### config.mk
export PLATFORM = sky130hd
export DESIGN_NAME = static_bp_fetch
export DESIGN_NICKNAME = d
export VERILOG_FILES = /design/src/rtl/static_bp_fetch.sv
export SDC_FILE = /design/constraint.sdc
export NUM_CORES = 1
export LEC_CHECK = 0
export BUFFER_PORTS_ARGS = -buffer_cell sky130_fd_sc_hd__buf_2
export CAP_MARGIN = 0
export CELL_PAD_IN_SITES_DETAIL_PLACEMENT = 1
export CELL_PAD_IN_SITES_GLOBAL_PLACEMENT = 1
export CORE_UTILIZATION = 41
export CTS_CLUSTER_SIZE = 40
export DETAILED_ROUTE_END_ITERATION = 12
export GPL_TIMING_DRIVEN = 1
export PLACE_DENSITY = 0.81
export SYNTH_ARGS = -nofsm -noshare
export SYNTH_HDL_FRONTEND = slang
export SYNTH_SLANG_ARGS = --single-unit
### constraint.sdc
create_clock -name clk -period 3.8 [get_ports clk]
set_input_delay 0.76 -clock clk [delete_from_list [all_inputs] [get_ports clk]]
set_output_delay 0.76 -clock clk [all_outputs]
set_load 0.02 [all_outputs]
### src/rtl/static_bp_fetch.sv
module static_bp_fetch #(
  parameter int AW = 32,
  parameter int DW = 16,
  parameter int CNT_W = 16,
  parameter logic [AW-1:0] RESET_PC = '0
) (
  input  logic             clk,
  input  logic             rst,
  input  logic [1:0]       policy_sel,
  input  logic             f_branch,
  input  logic [DW-1:0]    f_disp,
  input  logic             f_hint,
  input  logic             res_valid,
  input  logic             res_taken,
  input  logic [AW-1:0]    res_target,
  output logic [AW-1:0]    fetch_pc,
  output logic [AW-1:0]    next_pc,
  output logic             squash,
  output logic [CNT_W-1:0] mispredict_cnt
);

  localparam logic [1:0] POL_SIGN = 2'b01;
  localparam logic [1:0] POL_HINT = 2'b10;
  localparam logic [AW-1:0] STEP = AW'(4);
  localparam logic [CNT_W-1:0] CNT_MAX = {CNT_W{1'b1}};

  logic [1:0]    pol_q;
  logic          inflight_q;
  logic          pred_q;
  logic [AW-1:0] bpc_q;

  logic [1:0]    pol_eff;
  logic          backward;
  logic          guess;
  logic          pred_taken;
  logic [AW-1:0] seq_pc;
  logic [AW-1:0] tgt_pc;

  assign pol_eff  = inflight_q ? pol_q : policy_sel;
  assign backward = f_disp[DW-1];
  assign seq_pc   = fetch_pc + STEP;
  assign tgt_pc   = fetch_pc + {{(AW-DW){f_disp[DW-1]}}, f_disp};

  always_comb begin
    case (pol_eff)
      POL_SIGN: guess = backward;
      POL_HINT: guess = backward ^ f_hint;
      default:  guess = 1'b0;
    endcase
  end

  assign squash     = res_valid && inflight_q && (res_taken != pred_q);
  assign pred_taken = f_branch && !squash && guess;

  always_comb begin
    if (squash)
      next_pc = res_taken ? res_target : bpc_q + STEP;
    else if (pred_taken)
      next_pc = tgt_pc;
    else
      next_pc = seq_pc;
  end

  always_ff @(posedge clk) begin
    if (rst) begin
      fetch_pc       <= RESET_PC;
      pol_q          <= '0;
      inflight_q     <= 1'b0;
      pred_q         <= 1'b0;
      bpc_q          <= '0;
      mispredict_cnt <= '0;
    end else begin
      fetch_pc   <= next_pc;
      pol_q      <= pol_eff;
      inflight_q <= f_branch && !squash;
      pred_q     <= pred_taken;
      bpc_q      <= fetch_pc;
      if (squash && mispredict_cnt != CNT_MAX)
        mispredict_cnt <= mispredict_cnt + 1'b1;
    end
  end


  redirect_taken_chk: assert property (@(posedge clk) disable iff (rst)
    squash && res_taken |=> fetch_pc == $past(res_target));


  redirect_fall_chk: assert property (@(posedge clk) disable iff (rst)
    squash && !res_taken |=> fetch_pc == $past(fetch_pc, 2) + STEP);


  single_squash_chk: assert property (@(posedge clk) disable iff (rst)
    squash |=> !squash);


  cnt_step_chk: assert property (@(posedge clk) disable iff (rst)
    squash && mispredict_cnt != CNT_MAX |=> mispredict_cnt == $past(mispredict_cnt) + 1'b1);


  cnt_mono_chk: assert property (@(posedge clk) disable iff (rst)
    !squash |=> mispredict_cnt == $past(mispredict_cnt));


  seq_policy_chk: assert property (@(posedge clk) disable iff (rst)
    !squash && pol_eff != POL_SIGN && pol_eff != POL_HINT |=> fetch_pc == $past(fetch_pc) + STEP);


  next_pc_chk: assert property (@(posedge clk) disable iff (rst)
    1'b1 |=> fetch_pc == $past(next_pc));

endmodule

---- Yosys cells after proc, flatten, opt, wreduce, memory -nomap -nowiden ----
Cells that the tools add are included.
operators by class
  muxes and demuxes ....................... 5
  reduce and logical (&&, ||, !) cells .... 6
  $add $sub $neg .......................... 4
  equality and inequality tests ........... 4
  bitwise logic cells ..................... 1
operators by type and width
  cell                     count
  $mux W32                 3
  $add A32 B3 Y32 const B  2
  $add A32 B32 Y32         1
  $add A16 B1 Y16 const B  1
  $ne A16 B16 Y1 const B   1
  $logic_and A1 B1 Y1      5
  $eq A2 B1 Y1 const B     1
  $eq A2 B2 Y1 const B     1
  $mux W2                  1
  $pmux W1 S2              1
  $logic_not A1 Y1         1
  $ne A1 B1 Y1             1
  $xor A1 B1 Y1            1
storage, ports and cells
  input port bits ......................... 56
  bits in registers ....................... 84
  logic and storage cells ................. 26

---- Logic depth before layout (Yosys ltp) ----
  depth in word-level cells ............... 7
  gate-level depth with buffers ........... 11
  gate-level depth less buffers ........... 10

---- Worst setup path after synthesis ----
Ideal clock, no wire load.
  kind .................................... input port to output port
  start ................................... in f_disp[0]
  end ..................................... out next_pc[26]
  buffers on the path ..................... 0
  setup slack ............................. -0.238 ns
  stages .................................. 9
  data arrival time ....................... 3.278 ns
  path through ............................ ha_1 -> fa_1 -> a21o_1 -> a311o_1 -> a211oi_1 -> a21oi_1 -> a21oi_1 -> xor2_1 -> a211oi_1
on the way
  word-level cells in the longest chain between the ends .. 3
RTL lines
  item                RTL line  text
  start: declaration  11        input logic [DW-1:0] f_disp,
  $add A32 B32 Y32    42        assign tgt_pc = fetch_pc + {{(AW-DW){f_disp[DW-1]}}, f_disp};
  $mux W32            58        else if (pred_taken)
  $mux W32            56        if (squash)
  end: declaration    17        output logic [AW-1:0] next_pc,
Every way passes these cells.

---- Worst setup path in the final report ----
  start ................................... in f_disp[15]
  end ..................................... out next_pc[30]
on the way
  word-level cells in the longest chain between the ends .. 5
RTL lines
  item                                                      RTL line
  branches (longest 3 deep; another with $add A32 B32 Y32)  --
  $mux W32 (*)                                              58
  $mux W32 (*)                                              56
Mark *: on every way between the ends.

==> flow_metrics.tcl <==
set metrics [dict create \
    ys_ff_latch 84 \
    cts_tree "built" \
    regArea_sq_um 1690 \
    async_flop_share_pct 0 \
    row_count 45 \
    yosysUniqueCellTypes 75 \
    p_comb_share_pct 39.4 \
    power_switching_mw 1.23 \
    drtIter0Drc 895 \
    crit_path_start_kind "primary input" \
    synth_edf_count 0 \
    synth.largest_area_cell "dfxtp_1" \
    violations "negative setup slack" \
    max_freq_mhz 240 \
    p_int_mw 1.86 \
    worstSetupPathType "in -> out" \
    drc_errors 0 \
    post_drt_wl_per_cell_um 25.0 \
    postCtsHoldBufs 0 \
    setup_ws_ps -366 \
    path_clk_slew_ps 80 \
    area_growth_pct 41.2 \
    drive_gt1_share_pct 35.3 \
    fillers 1864 \
    placed_cells 1243 \
    ant_nets 0 \
    hp-class "reg -> reg" \
    grt_antenna_before_repair 0 \
    vias 8086 \
    power.density_nw_per_um2 340 \
    via_per_inst 6.34 \
    start_util_pct 42.3 \
    switching_share_pct 39.8 \
    skew_ps 10.1 \
    grt_max_degree 48 \
    cts_buffers 9 \
    io_buffers 136 \
    rsz0062_at_grt "yes" \
    critPathMaxFanout 10 \
    worstReg2RegStart "fetch_pc[9]$_SDFF_PP0_" \
    crit_start "f_disp[15]" \
    grtUsageTotal_pct 34.0 \
    htree_num_levels 3 \
    grt_pass1_vias 7695 \
    ys_top_cells_by_area "dfxtp_1 26%, xor2_1 7.5%, ha_1 7.0%" \
    finalCriticalPeriod_ps 4170 \
    syn_avg_cell_area_sq_um 7.80 \
    max-vdd-ir-drop_mv 0.229 \
    synth.top_cell.area_share_pct 26.1 \
    syn-instance-count 828 \
    final_cell_mix "119 x buf_2, 119 x buf_4, 90 x nand2_1" \
    multiInputGateArea_sq_um 5110 \
    io_pins 137 \
    clock_path_buffers 2 \
    clock_latency_ps 360 \
    yosys_warnings 0 \
    maxCapViolCount 0 \
    num_antenna_cells 0 \
    power.share.clock_pct 28.3 \
    fin_nets 1153 \
    grt_pass1_wl_mm 42.2 \
    layout_worst_path_cycle_share_pct 110 \
    core_area_sq_um 15300 \
    cts_root_buffer "clkbuf_16" \
    hpwl_mm 19.9 \
    fin_cells 1276 \
    report.final.slew_viol_count 0 \
    tightest_slew_ps 864 \
    cp.required_ps 3040 \
    setup_viol 20 \
    seqPwrFrac_pct 32.2 \
    p_total_mw 3.10 \
    dieArea_sq_um 16200 \
    max_slew_margin_pct 42.3 \
    critical_path_arrival_ps 3410 \
    syn_area_sq_um 6450 \
    seq_area_frac_synth_pct 26.1 \
    cts_sinks 84 \
    p_leak_nw 3.90 \
    totalWireLength_mm 31.9 \
    gp_congestion 0.922 \
    drt_pre_antenna_iters 6 \
    syn_nets 921 \
    ys.flop_type "dfxtp_1" \
    status "finished with violations" \
    grt-ovfl-total 0 \
    die_y_um 127 \
    cp-end-kind "primary output" \
    die_x_um 127 \
    min_from "mispredict_cnt[12]$_SDFFE_PP0P_" \
    hold_violations 0 \
]
power groups by stage:
stage               registers [mW]  clock network, mW  logic, mW
floorplan                     1.03                  0      0.509
global placement              1.00                  0      0.931
detailed placement            1.01                  0      0.958
CTS                          0.987              0.854       1.02
global route                  1.00              0.912       1.26
finish                       0.999              0.877       1.22
cells in the mapped netlist (11+ instances only):
cell type	instances
xor2_1	55
ha_1	36
dfxtp_1	84
a21oi_1	66
mux2i_1	15
and3_1	12
xnor2_1	33
nand4_1	29
nor2_1	62
o21ai_0	37
nor3_1	13
nand2_1	93
nor2b_1	32
or3_1	14
inv_1	14
and2_1	20
o21ai_1	12
buf_2	11
clkbuf_1	20
nand3_1	39
a211oi_1	18
kinds of logic (layout without fill, tap and decap cells):
| kind of cell | Yosys count | in the layout | share of synthesized area, % |
|---|---|---|---|
| adders and majority gates | 37 | 37 | 7.29 |
| xor gates and xnor gates | 88 | 88 | 11.9 |
| DFF | 84 | 84 | 26.1 |
| and+or+nand+nor | 345 | 345 | 28.1 |
| muxes | 18 | 18 | 2.85 |
| buffers and inverters | 51 | 288 | 3.24 |
| AOI/OAI and AO/OA | 205 | 205 | 20.5 |
metal layers:
metal	GRT usage [%]	vias to the layer above	share of wire, %
met1	44.9	3870	40
li1	-	3476	-
met2	54.7	575	45
met5	0	-	0
met3	3.94	165	9.3
met4	17.1	0	5.6
state kept, by name, indices dropped and copies added (netlist names):
signal and cells:
fetch_pc 32, bpc_q 32, inflight_q 1, mispredict_cnt 16, pred_q 1, pol_q 2
timing repair:
action                                  CTS  global route
resized for setup                        53            82
setup buffers                            12             9
hold endpoints to repair                  0             0
pin swaps                                19            38
cloned                                    0             0
endpoints found under the setup margin   20            20
cell type report:
| cell class | count | share of cell area, % |
|---|---|---|
| Sequential cell | 84 | 18.5 |
| Timing Repair Buffer | 257 | 18.9 |
| Multi-Input combinational cell | 693 | 56.1 |
| Clock buffer | 9 | 2.47 |
| Inverter | 15 | 0.618 |
| Clock inverter | 7 | 0.563 |
| Tap cell | 211 | 2.90 |
final timing paths:
| check | to | slack (ps) | cells after the start |
|---|---|---|---|
| setup / recovery | next_pc[30] | -370 | 11 |
| hold / removal | mispredict_cnt[12]$_SDFFE_PP0P_ | 520 | 2 |
| setup reg to reg | fetch_pc[18]$_SDFF_PP0_ | -20 | 19 |
| hold reg to reg | mispredict_cnt[12]$_SDFFE_PP0P_ | 520 | 2 |
metrics by stage:
stage	util (%)	setup WS, ps	instance area, sq um	hold WS [ps]	setup TNS, ps
floorplan	-	-31.3	6460	486	-31.3
global placement	52.8	-243	8060	487	-2200
detailed placement	52.8	-274	8060	503	-3110
CTS	56.7	-44.0	8640	514	-145
global route	59.7	-450	9110	548	-2460
finish	59.7	-366	9110	515	-1770
worst max-delay path, cell delays in order:
cell and delay, ps:
buf_4 200, buf_6 200, ha_1 500, nand2_1 150
o21ai_0 430, nor3_1 160, a21oi_1 270, o32ai_1 160
a211o_1 280, nor2_1 140, buf_4 160
Note: power is estimated with default switching activity, not from simulation.
